**src/rtl/lq_pkg.sv**
```systemverilog
package lq_pkg;
  typedef struct packed {
    logic trans;   // level change completed by current bit
    logic single;  // previous bit confirmed isolated
  } edge_ev_t;
endpackage

```
**src/rtl/lq_edge_detect.sv**
```systemverilog
module lq_edge_detect
  import lq_pkg::*;
(
  input  logic     clk_i,
  input  logic     rst_ni,
  input  logic     valid_i,
  input  logic     bit_i,
  output edge_ev_t ev_o
);
  logic [1:0] hist_q;  // [0] newest
  logic [1:0] fill_q;

  always_comb begin
    ev_o.trans  = valid_i && (fill_q != 2'd0) && (bit_i != hist_q[0]);
    ev_o.single = valid_i && (fill_q == 2'd2) && (hist_q[0] != hist_q[1])
                  && (bit_i != hist_q[0]);
  end

  always_ff @(posedge clk_i or negedge rst_ni) begin
    if (!rst_ni) begin
      hist_q <= '0;
      fill_q <= '0;
    end else if (valid_i) begin
      hist_q <= {hist_q[0], bit_i};
      if (fill_q != 2'd2) fill_q <= fill_q + 2'd1;
    end
  end
endmodule

```
**src/rtl/lq_window.sv**
```systemverilog
module lq_window
  import lq_pkg::*;
#(
  parameter int WIN_LEN     = 1024,
  parameter int MIN_TRANS   = 64,
  parameter int MIN_SINGLES = 8
) (
  input  logic     clk_i,
  input  logic     rst_ni,
  input  logic     valid_i,
  input  edge_ev_t ev_i,
  output logic     eval_o,
  output logic     eval_pass_o,
  output logic     done_o,
  output logic     pass_o
);
  localparam int CW = $clog2(WIN_LEN + 1);

  logic [CW-1:0] pos_q, trans_q, single_q;
  logic [CW-1:0] trans_nx, single_nx;
  logic          done_q, pass_q;

  assign trans_nx    = trans_q + CW'(ev_i.trans);
  assign single_nx   = single_q + CW'(ev_i.single);
  assign eval_o      = valid_i && (pos_q == CW'(WIN_LEN - 1));
  assign eval_pass_o = (trans_nx >= CW'(MIN_TRANS)) && (single_nx >= CW'(MIN_SINGLES));

  always_ff @(posedge clk_i or negedge rst_ni) begin
    if (!rst_ni) begin
      pos_q    <= '0;
      trans_q  <= '0;
      single_q <= '0;
      done_q   <= 1'b0;
      pass_q   <= 1'b0;
    end else begin
      done_q <= eval_o;
      if (eval_o) begin
        pos_q    <= '0;
        trans_q  <= '0;
        single_q <= '0;
        pass_q   <= eval_pass_o;
      end else if (valid_i) begin
        pos_q    <= pos_q + CW'(1);
        trans_q  <= trans_nx;
        single_q <= single_nx;
      end
    end
  end

  assign done_o = done_q;
  assign pass_o = pass_q;
endmodule

```
**src/rtl/lq_lock_fsm.sv**
```systemverilog
module lq_lock_fsm #(
  parameter int NEED_PASS = 2
) (
  input  logic clk_i,
  input  logic rst_ni,
  input  logic eval_i,
  input  logic eval_pass_i,
  input  logic chk_en_i,
  input  logic qual_ok_i,
  output logic lock_o
);
  localparam int SW = $clog2(NEED_PASS + 1);

  logic [SW-1:0] streak_q, streak_d;
  logic          win_ok;

  assign win_ok = eval_pass_i || !chk_en_i;

  always_comb begin
    streak_d = streak_q;
    if (!qual_ok_i)
      streak_d = '0;
    else if (eval_i) begin
      if (!win_ok)
        streak_d = '0;
      else if (streak_q != SW'(NEED_PASS))
        streak_d = streak_q + SW'(1);
    end
  end

  always_ff @(posedge clk_i or negedge rst_ni) begin
    if (!rst_ni) streak_q <= '0;
    else         streak_q <= streak_d;
  end

  // external flags clear lock without waiting for an edge
  assign lock_o = (streak_q == SW'(NEED_PASS)) && qual_ok_i;
endmodule

```
**src/rtl/lock_qual.sv**
```systemverilog
module lock_qual
  import lq_pkg::*;
#(
  parameter int WIN_LEN     = 1024,
  parameter int MIN_TRANS   = 64,
  parameter int MIN_SINGLES = 8
) (
  input  logic clk_i,
  input  logic rst_ni,
  input  logic bit_valid_i,
  input  logic bit_i,
  input  logic chk_en_i,
  input  logic ppm_ok_i,
  input  logic eye_ok_i,
  output logic lock_o,
  output logic chk_pass_o,
  output logic win_done_o
);
  edge_ev_t ev;
  logic     eval, eval_pass;

  lq_edge_detect u_edge (
    .clk_i  (clk_i),
    .rst_ni (rst_ni),
    .valid_i(bit_valid_i),
    .bit_i  (bit_i),
    .ev_o   (ev)
  );

  lq_window #(
    .WIN_LEN    (WIN_LEN),
    .MIN_TRANS  (MIN_TRANS),
    .MIN_SINGLES(MIN_SINGLES)
  ) u_win (
    .clk_i      (clk_i),
    .rst_ni     (rst_ni),
    .valid_i    (bit_valid_i),
    .ev_i       (ev),
    .eval_o     (eval),
    .eval_pass_o(eval_pass),
    .done_o     (win_done_o),
    .pass_o     (chk_pass_o)
  );

  lq_lock_fsm #(.NEED_PASS(2)) u_fsm (
    .clk_i      (clk_i),
    .rst_ni     (rst_ni),
    .eval_i     (eval),
    .eval_pass_i(eval_pass),
    .chk_en_i   (chk_en_i),
    .qual_ok_i  (ppm_ok_i && eye_ok_i),
    .lock_o     (lock_o)
  );
endmodule

```
**config.mk**
```make
export PLATFORM = sky130hd
export DESIGN_NAME = lock_qual
export DESIGN_NICKNAME = d
export VERILOG_FILES = /design/src/rtl/lq_pkg.sv /design/src/rtl/lq_edge_detect.sv /design/src/rtl/lq_window.sv /design/src/rtl/lq_lock_fsm.sv /design/src/rtl/lock_qual.sv
export SDC_FILE = /design/constraint.sdc
export NUM_CORES = 1
export LEC_CHECK = 0
export ABC_AREA = 1
export BUFFER_PORTS_ARGS = -buffer_cell sky130_fd_sc_hd__buf_2
export CAP_MARGIN = 15
export CORE_ASPECT_RATIO = 1.75
export CORE_UTILIZATION = 46
export DETAILED_ROUTE_END_ITERATION = 6
export PLACE_DENSITY = 0.74
export SYNTH_ARGS = -nofsm -noshare
export SYNTH_HDL_FRONTEND = slang
export SYNTH_SLANG_ARGS = --single-unit
```
**constraint.sdc**
```tcl
create_clock -name clk_i -period 2.6 [get_ports clk_i]
set_input_delay 0.26 -clock clk_i [delete_from_list [all_inputs] [get_ports clk_i]]
set_output_delay 0.26 -clock clk_i [all_outputs]
set_load 0.005 [all_outputs]
```
Word level (Yosys, flattened, before mapping) --
Index checks and enable logic that the tools add are counted.
Operators by class: add/subtract/negate cells 5, order comparisons 2, equal/unequal tests 9, muxes and demuxes 10, reduce and logical (&&, ||, !) cells 15
Operators by type and width (number):
- $mux 11 | 6
- $add 11x1->11 | 2
- $add 11x1->11 const B | 1
- $eq 11x10->1 const B | 1
- $ge 11x4->1 const B | 1
- $ge 11x7->1 const B | 1
- $logic_and 1x1->1 | 9
- $mux 2 | 4
- $ne 2x2->1 const B | 3
- $add 2x1->2 const B | 2
- $eq 2x2->1 const B | 2
- $reduce_and 2->1 | 2
- $reduce_bool 2->1 | 2
- $ne 3x3->1 const B | 1
- $ne 1x1->1 | 2
- $logic_not 1->1 | 1
- $logic_or 1x1->1 | 1
Storage, ports and cells: bits in registers 41, output and inout bits 3, word-level logic and storage cells 49

Longest topological paths before layout --
Gate-level depths: netlist (run 1).
depth in word-level cells 11, gate-level depth with buffers 20

Modules after synthesis --
A second synthesis (run 1) with hierarchy kept.
Unflattened totals: cells, all modules 318, area, all modules 2366.0 sq um
By module, submodules not included:
- lq_window | instances 1, cells an instance 263, area each 1951.9 sq um, seq. area each 875.8 sq um
- lq_edge_detect | instances 1, cells an instance 32, area each 256.5 sq um, seq. area each 100.1 sq um
- lq_lock_fsm | instances 1, cells an instance 21, area each 150.1 sq um, seq. area each 50.0 sq um
- lock_qual | instances 1, cells an instance 2, area each 7.5 sq um, seq. area each 0.0 sq um

Worst setup path after synthesis (run 1) --
OpenSTA, ideal clock, no wires.
kind input port to flip-flop, start point input bit_valid_i, end point register u_fsm.streak_q[0], setup time 117 ps, arrival time 2426 ps, slack 57 ps, stages 19, buffers on the path 2, cells stage by stage buf_4 > inv_1 > clkbuf_1 > a2111oi_0 > ha_1 > ha_1 > nand2_1 > nor2_1 > nand3_1 > nand2_2 > nand2_1 > nor2_1 > nand2_1 > nand2_2 > nand2_2 > nand2_1 > nand2_1 > nand2_1 > nand2_1
On the way: longest elaborated chain between the ends 10
Ends and longest elaborated chain:
- from (decl) | RTL line lock_qual.sv:10 | input logic bit_valid_i,
- $logic_and 1x1->1 (2 in a row) | RTL line lq_edge_detect.sv:15 | ev_o.single = valid_i && (fill_q == 2'd2) && (hist_q[0] != hist_q[1])
- $logic_and 1x1->1 | RTL line lq_edge_detect.sv:16 | && (bit_i != hist_q[0]);
- $add 11x1->11 | RTL line lq_window.sv:24 | assign single_nx = single_q + CW'(ev_i.single);
- $ge 11x4->1 | RTL line lq_window.sv:26 | assign eval_pass_o = (trans_nx >= CW'(MIN_TRANS)) && (single_nx >= CW'(MIN_SINGLES));
- $logic_and 1x1->1 | RTL line lq_window.sv:26
- $logic_or 1x1->1 | RTL line lq_lock_fsm.sv:17 | assign win_ok = eval_pass_i || !chk_en_i;
- $mux 2 | RTL line lq_lock_fsm.sv:24 | if (!win_ok)
- $mux 2 | RTL line lq_lock_fsm.sv:23 | else if (eval_i) begin
- $mux 2 | RTL line lq_lock_fsm.sv:21 | if (!qual_ok_i)
- to (signal assigned) | RTL line lq_lock_fsm.sv:33 | else streak_q <= streak_d;
- to (decl) | RTL line lq_lock_fsm.sv:14 | logic [SW-1:0] streak_q, streak_d;
Several ways; a longest one is shown, not always the timed one. The select of a mux whose other input is x is not followed. A chain may end at the register's enable or synchronous reset.

Worst setup path after layout (run 1) --
start point register u_edge.fill_q[0], end point register u_fsm.streak_q[0]
On the way: longest elaborated chain between the ends 11
Ends and longest elaborated chain:
- from (decl) | RTL line lq_edge_detect.sv:11 | logic [1:0] fill_q;
- from (signal assigned) | RTL line lq_edge_detect.sv:25 | if (fill_q != 2'd2) fill_q <= fill_q + 2'd1;
- $eq 2x2->1 | RTL line lq_edge_detect.sv:15
- $logic_and 1x1->1 (2 in a row) | RTL line lq_edge_detect.sv:15
- $logic_and 1x1->1 | RTL line lq_edge_detect.sv:16
- $add 11x1->11 | RTL line lq_window.sv:24
- $ge 11x4->1 | RTL line lq_window.sv:26
- $logic_and 1x1->1 * | RTL line lq_window.sv:26
- $logic_or 1x1->1 * | RTL line lq_lock_fsm.sv:17
- $mux 2 | RTL line lq_lock_fsm.sv:24
- $mux 2 | RTL line lq_lock_fsm.sv:23
- $mux 2 | RTL line lq_lock_fsm.sv:21
Every way passes the cells marked *; elsewhere a longest branch is shown, timed or not. The select of a mux whose other input is x is not followed.

==> results.txt, run 1 <==
cell taking the most area after synthesis - dfrtp_1
CTS tree - built
worst relative slew slack - 40.7%
largest net degree at the start of global routing - 42
Critical Path Source Type - flop
CTS clk-pin slew, worst paths - 0.08 ns
layout cells sized above 1 - 17.3%
RSZ-0062 raised after global routing - yes
Layout Utilization - 54.9%
Place WS - -0.0748 ns
CP Buf/Inv Count - 1
most common cell in the synthesized netlist - nand2_1
Detailed Route WL - 4.81 mm
Clk Latency, worst-skew pair - 0.29 ns
global route overflow - 0
achievable clock frequency - 396 MHz
most used cell, CP - nand2_1
Syn Nets - 302
Yosys reg bits - 41
worst setup margin - 0.0760 ns
Worst Path Required - 2.79 ns
max incr delay on CP - 0.37 ns
antenna violations before repair - 0
Starting Density - 48.0%
Slew @ Worst Pin - 0.889 ns
First DRT Iteration DRCs - 41
Seq/Total Area, Yosys - 45.4%
first-pass GRT wire length - 8.18 mm
routed via count - 1,960
main flop type after synthesis - dfrtp_1
ANT nets after route - 0
Final Hold Viols - 0
chip width - 55.0 µm
drt drc - 0
CP Capture Type - flop
average via count per standard cell - 5.47
Crit Path Category - flop to flop
synth top area cells - dfrtp_1, nand2_1, nand3_1
CTS max path bufs - 2
Port-buffer cells - 9
core area - 4710 µm²
Worst VDD drop - 0.000439 V
CP delay by family, top - simple AND/OR/NAND/NOR gates
Leak - 1.22 nW
CTS root buffer - clkbuf_8
num ports - 10
# diodes - 0
cell row count - 33
Placed Instances - 348
Ys Warns - 0
TritonCTS Buffers - 5
CP max FO - 4
Non-Filler Instances - 358
vias in the first global route - 1,973
Synth Cell Area - 2260 µm²
Die H - 94.7 µm
final period demand of the worst path - 2.52 ns
hold_buf cts - 0
fillers - 446
Hold WC Path Type - input port to async pin
Post-synth top cells - nand2_1, dfrtp_1, inv_1
Mapped Cells - 287
Setup Skew - 0.00323 ns
final setup fails - 0
die area - 5210 µm²
synthesized area per cell - 7.88 µm²
status - completed
area share of the largest cell type after synthesis - 45.4%
Arr. time, crit path - 2.71 ns
Synth-to-Final Area Change - 14.2%
maxcap violations - 0
asr flop ratio synth - 100%
H-tree levels - 2
Detailed Routing Iterations Pass 1 - 4
routability congestion estimate - 0.843
Global Route Usage Sum - 21.7%
Critical Path, Cell by Cell - inv_2 > ha_4 > o21ai_2 > a2111oi_2 > ha_2 > ha_4 > nand3_2 > nand2_1 > nand2_1 > nor2_1 > nand3_1 > nor2_1 > nand2_1 > nand2_2 > nand2_2 > nand2_1 > nand2_1 > nand2_1 > nand2_1
Final Cycle Share - 97.1%
Yosys cell types - 29
Nets - 321
fin. max-slew vios - 0
number of flops mapped to enable cells by yosys - 0
WL/cell - 13.4 µm
P per Cell Area - 711 nW/µm²
CP max stage cell - dfrtp_1
dpl hpwl - 3.42 mm
clk sinks - 41
cells by family (layout without fill, tap and decap cells):
group	after synthesis	count (layout)	synth area share [%]
simple gates	156	156	31.5
buf+inv	42	61	7.25
flops	41	41	45.4
compound gates	29	29	7.19
xor+xnor	11	11	4.26
fa+ha+maj	8	8	4.43
area by class of cell:
| type | count | area [µm²] | area share, % |
|---|---|---|---|
| Timing Repair Buffer | 19 | 124 | 4.80 |
| Clock inverter | 1 | 7.51 | 0.291 |
| Inverter | 35 | 131 | 5.09 |
| Clock buffer | 6 | 82.6 | 3.20 |
| Multi-Input combinational cell | 204 | 1150 | 44.4 |
| Sequential cell | 41 | 1030 | 39.7 |
| Tap cell | 52 | 65.1 | 2.52 |
final timing paths:
path	start	to	slack [ns]	depth (start not counted)
min in group clk_i	bit_i	u_edge.hist_q[0]	0.21	3
worst max-delay path	u_edge.fill_q[0]	u_fsm.streak_q[0]	0.08	19
worst min register to register	u_win.pos_q[4]	u_win.pos_q[4]	0.49	1
max in group asynchronous	rst_ni	u_win.pos_q[1]	1.96	1
worst max register to register	u_edge.fill_q[0]	u_fsm.streak_q[0]	0.08	19
worst min-delay path	rst_ni	u_win.single_q[9]	0.08	1
timing repair:
| item | in CTS | in global routing |
|---|---|---|
| gates resized for setup | 3 | 17 |
| hold endpoints to repair | 0 | 0 |
| setup buffers | 0 | 3 |
| pin swaps | 2 | 14 |
| endpoints found under the setup margin | 2 | 3 |
sequential cells by signal (all words and copies together), names as in the netlist:
name,count
u_edge.fill_q,2
u_edge.hist_q,2
u_fsm.streak_q,2
u_win.done_o,1
u_win.pass_o,1
u_win.pos_q,11
u_win.single_q,11
u_win.trans_q,11
through the flow:
stage	instance area [µm²]	setup TNS [ns]	total power [mW]	hold slack [ns]
floorplan	2260	0	1.25	-0.0356
global placement	2390	0	1.35	0.445
detailed placement	2390	-0.142	1.38	0.450
CTS	2490	0	1.81	0.129
global route	2580	-0.286	1.96	0.186
finish	2580	0	1.84	0.0827
routing by layer:
| metal | vias up | part of all wire, % | track usage (%) |
|---|---|---|---|
| met3 | 15 | 2.6 | 2.74 |
| met4 | 0 | 3.6 | 12.3 |
| met2 | 37 | 55 | 39.6 |
| li1 | 965 | - | - |
| met5 | - | 0 | 0 |
| met1 | 943 | 38 | 22.2 |
where the power goes:
group	switching [mW]	internal [mW]
clock	0.219	0.210
sequential	0.157	0.787
combinational	0.263	0.201
worst reg2reg max path: stages (launching register included):
cell and delay [ns]:
dfrtp_1 0.37, inv_2 0.09, ha_4 0.13, o21ai_2 0.05, a2111oi_2 0.35, ha_2 0.29, ha_4 0.17, nand3_2 0.07
nand2_1 0.07, nand2_1 0.08, nor2_1 0.12, nand3_1 0.09, nor2_1 0.11, nand2_1 0.07, nand2_2 0.08, nand2_2 0.06
nand2_1 0.06, nand2_1 0.06, nand2_1 0.06, nand2_1 0.05
layout by cell type, fill, tap and decap left out, types with 6 or more instances in the layout:
cell type / count
dfrtp_1: 41
clkbuf_8: 6
xnor2_1: 6
inv_1: 32
buf_2: 9
o21ai_1: 6
o22ai_1: 8
nand3_1: 27
nand2_1: 73
nand4_1: 8
nor2_1: 24
o21ai_0: 7
nand2_2: 6
buf_4: 9
No activity file was read; power rests on OpenSTA's default activity.
==> run 2: changes to the inputs <==
- MAX_ROUTING_LAYER: default -> met4
- SLEW_MARGIN: default -> 25
==> results.txt, run 2 (same netlist as run 1, synthesis figures left out) <==
Worst VDD drop - 0.000440 V (+0.12%)
routed via count - 1,963 (+0.15%)
launch point of the worst reg-to-reg path - u_edge.fill_q[0]
fin. max-slew vios - 0 (unchanged)
CTS tree - built
average via count per standard cell - 5.47 (-0.13%)
FF+latch area - 1030 µm² (unchanged)
ANT nets after route - 0 (unchanged)
CTS clk-pin slew, worst paths - 0.08 ns (about the same)
achievable clock frequency - 396 MHz (-0.11%)
Final Cycle Share - 97.2% (+0.11 points)
antenna violations before repair - 0 (unchanged)
maxcap violations - 0 (unchanged)
Leak - 1.23 nW (+0.41%)
Final Hold Viols - 0 (unchanged)
Nets - 322 (+0.31%)
First DRT Iteration DRCs - 37 (-9.8%)
commonest non-fill, non-tap cell in the layout - nand2_1
global route overflow - 0 (unchanged)
Slew @ Worst Pin - 0.508 ns (-0.381 ns)
dpl hpwl - 3.42 mm (unchanged)
RSZ-0062 raised after global routing - yes
drt drc - 0 (unchanged)
worst relative slew slack - 66.1% (+25 points)
H-tree levels - 2 (unchanged)
CP max FO - 4 (unchanged)
met3 usage - 2.58% (-0.16 points)
num ports - 10 (unchanged)
core area - 4710 µm² (unchanged)
routability congestion estimate - 0.856 (+1.6%)
fillers - 446 (unchanged)
Starting Density - 48.0% (unchanged)
met2 global-route usage - 39.6% (unchanged)
CP Capture Type - flop
Clk Latency, worst-skew pair - 0.29 ns (about the same)
WL/cell - 13.4 µm (-0.24%)
Die H - 94.7 µm (unchanged)
Hold WC Path Type - input port to flop
# diodes - 0 (unchanged)
die area - 5210 µm² (unchanged)
final period demand of the worst path - 2.53 ns (+0.00277 ns)
CTS max path bufs - 2 (unchanged)
Tot Pwr - 1.84 mW (about the same)
Arr. time, crit path - 2.72 ns (about the same)
Detailed Route WL - 4.81 mm (about the same)
Setup Skew - 0.00287 ns (-0.000359 ns)
clk sinks - 41 (unchanged)
P per Cell Area - 708 nW/µm² (-0.45%)
met1 usage - 22.3% (+0.10 points)
first-pass GRT wire length - 8.17 mm (-0.17%)
most frequent cells in the layout - nand2_1, dfrtp_1, inv_1
TritonCTS Buffers - 5 (unchanged)
layout cells sized above 1 - 17.3% (-0.056 points)
final setup fails - 0 (unchanged)
CTS root buffer - clkbuf_8
Placed Instances - 348 (unchanged)
Port-buffer cells - 9 (unchanged)
Non-Filler Instances - 359 (+0.28%)
chip width - 55.0 µm (unchanged)
Detailed Routing Iterations Pass 1 - 4 (unchanged)
Cell Area, Placed - 2390 µm² (unchanged)
multi-input logic area - 1150 µm² (unchanged)
status - completed
cell row count - 33 (unchanged)
Hold Startpoint - bit_i
Synth-to-Final Area Change - 14.8%
worst setup path start - u_edge.fill_q[0]
Critical Path Source Type - flop
vias in the first global route - 1,975 (+0.10%)
Crit Path Category - flop to flop
gr busiest metal - met2
Largest regs - u_win.pos_q (11), u_win.single_q (11), u_win.trans_q (11)
Layout Cell Area excl Fill - 2590 µm² (+0.48%)
largest net degree at the start of global routing - 42 (unchanged)
Layout Utilization - 55.1% (+0.27 points)
Worst Path Required - 2.79 ns (about the same)
Global Route Usage Sum - 22.3% (+0.60 points)
==> run 2: changes by cell type in the layout (fill, tap and decap cells not counted), sizes merged <==
cell,previous run,this run
dlygate4sd3,0,1
==> run 2: what timing repair did <==
action | CTS | global route
buffers inserted | 0 | 3
endpoints found under the setup margin | 2 | 3
pin swaps | 2 | 14
resized for setup | 3 | 17
hold buffers | 0 | 1
endpoints found under the hold margin | 0 | 41
==> run 2: cell type report <==
cell class                      count  share of cell area, %
Clock buffer                        6                   3.18
Clock inverter                      1                  0.289
Inverter                           35                   5.06
Multi-Input combinational cell    204                   44.2
Sequential cell                    41                   39.5
Tap cell                           52                   2.51
Timing Repair Buffer               20                   5.26
==> run 2: path summary, 6_finish.rpt <==
check / slack [ns] / endpoint / cells after the start
max: 0.07 / u_fsm.streak_q[0] / 19
min: 0.21 / u_edge.hist_q[0] / 3
min in group asynchronous: 0.47 / u_win.single_q[9] / 2
min reg2reg: 0.49 / u_win.pos_q[4] / 1
max in group asynchronous: 1.77 / u_win.pos_q[1] / 2
max reg2reg: 0.07 / u_fsm.streak_q[0] / 19
==> run 2: critical path, stage by stage, from the launching register on <==
cell       delay (ns)
dfrtp_1          0.37
inv_2            0.09
ha_4             0.13
o21ai_2          0.05
a2111oi_2        0.35
ha_2             0.29
ha_4             0.17
nand3_2          0.07
nand2_1          0.07
nand2_1          0.08
nor2_1           0.12
nand3_1          0.09
nor2_1           0.11
nand2_1          0.07
nand2_2          0.08
nand2_2          0.06
nand2_1          0.06
nand2_1          0.06
nand2_1          0.06
nand2_1          0.05
==> run 2: per-layer routing <==
layer	part of all wire (%)	up-vias
li1	-	966
met1	40	946
met2	54	34
met3	2.0	17
met4	4.1	0
met5	0	-
==> run 2: report_power, final <==
part	total, mW	switching (mW)	internal (mW)
logic	0.466	0.263	0.203
clock network	0.428	0.218	0.210
registers	0.943	0.156	0.787
total	1.84	0.638	1.20
==> run 2: per-stage QoR <==
step	hold WS, ns	setup WS [ns]	TNS (ns)
CTS	0.129	0.0364	0
global placement	0.445	0.0378	0
detailed placement	0.450	-0.0748	-0.142
floorplan	-0.0356	0.0568	0
finish	0.207	0.0733	0
global route	0.225	-0.164	-0.286
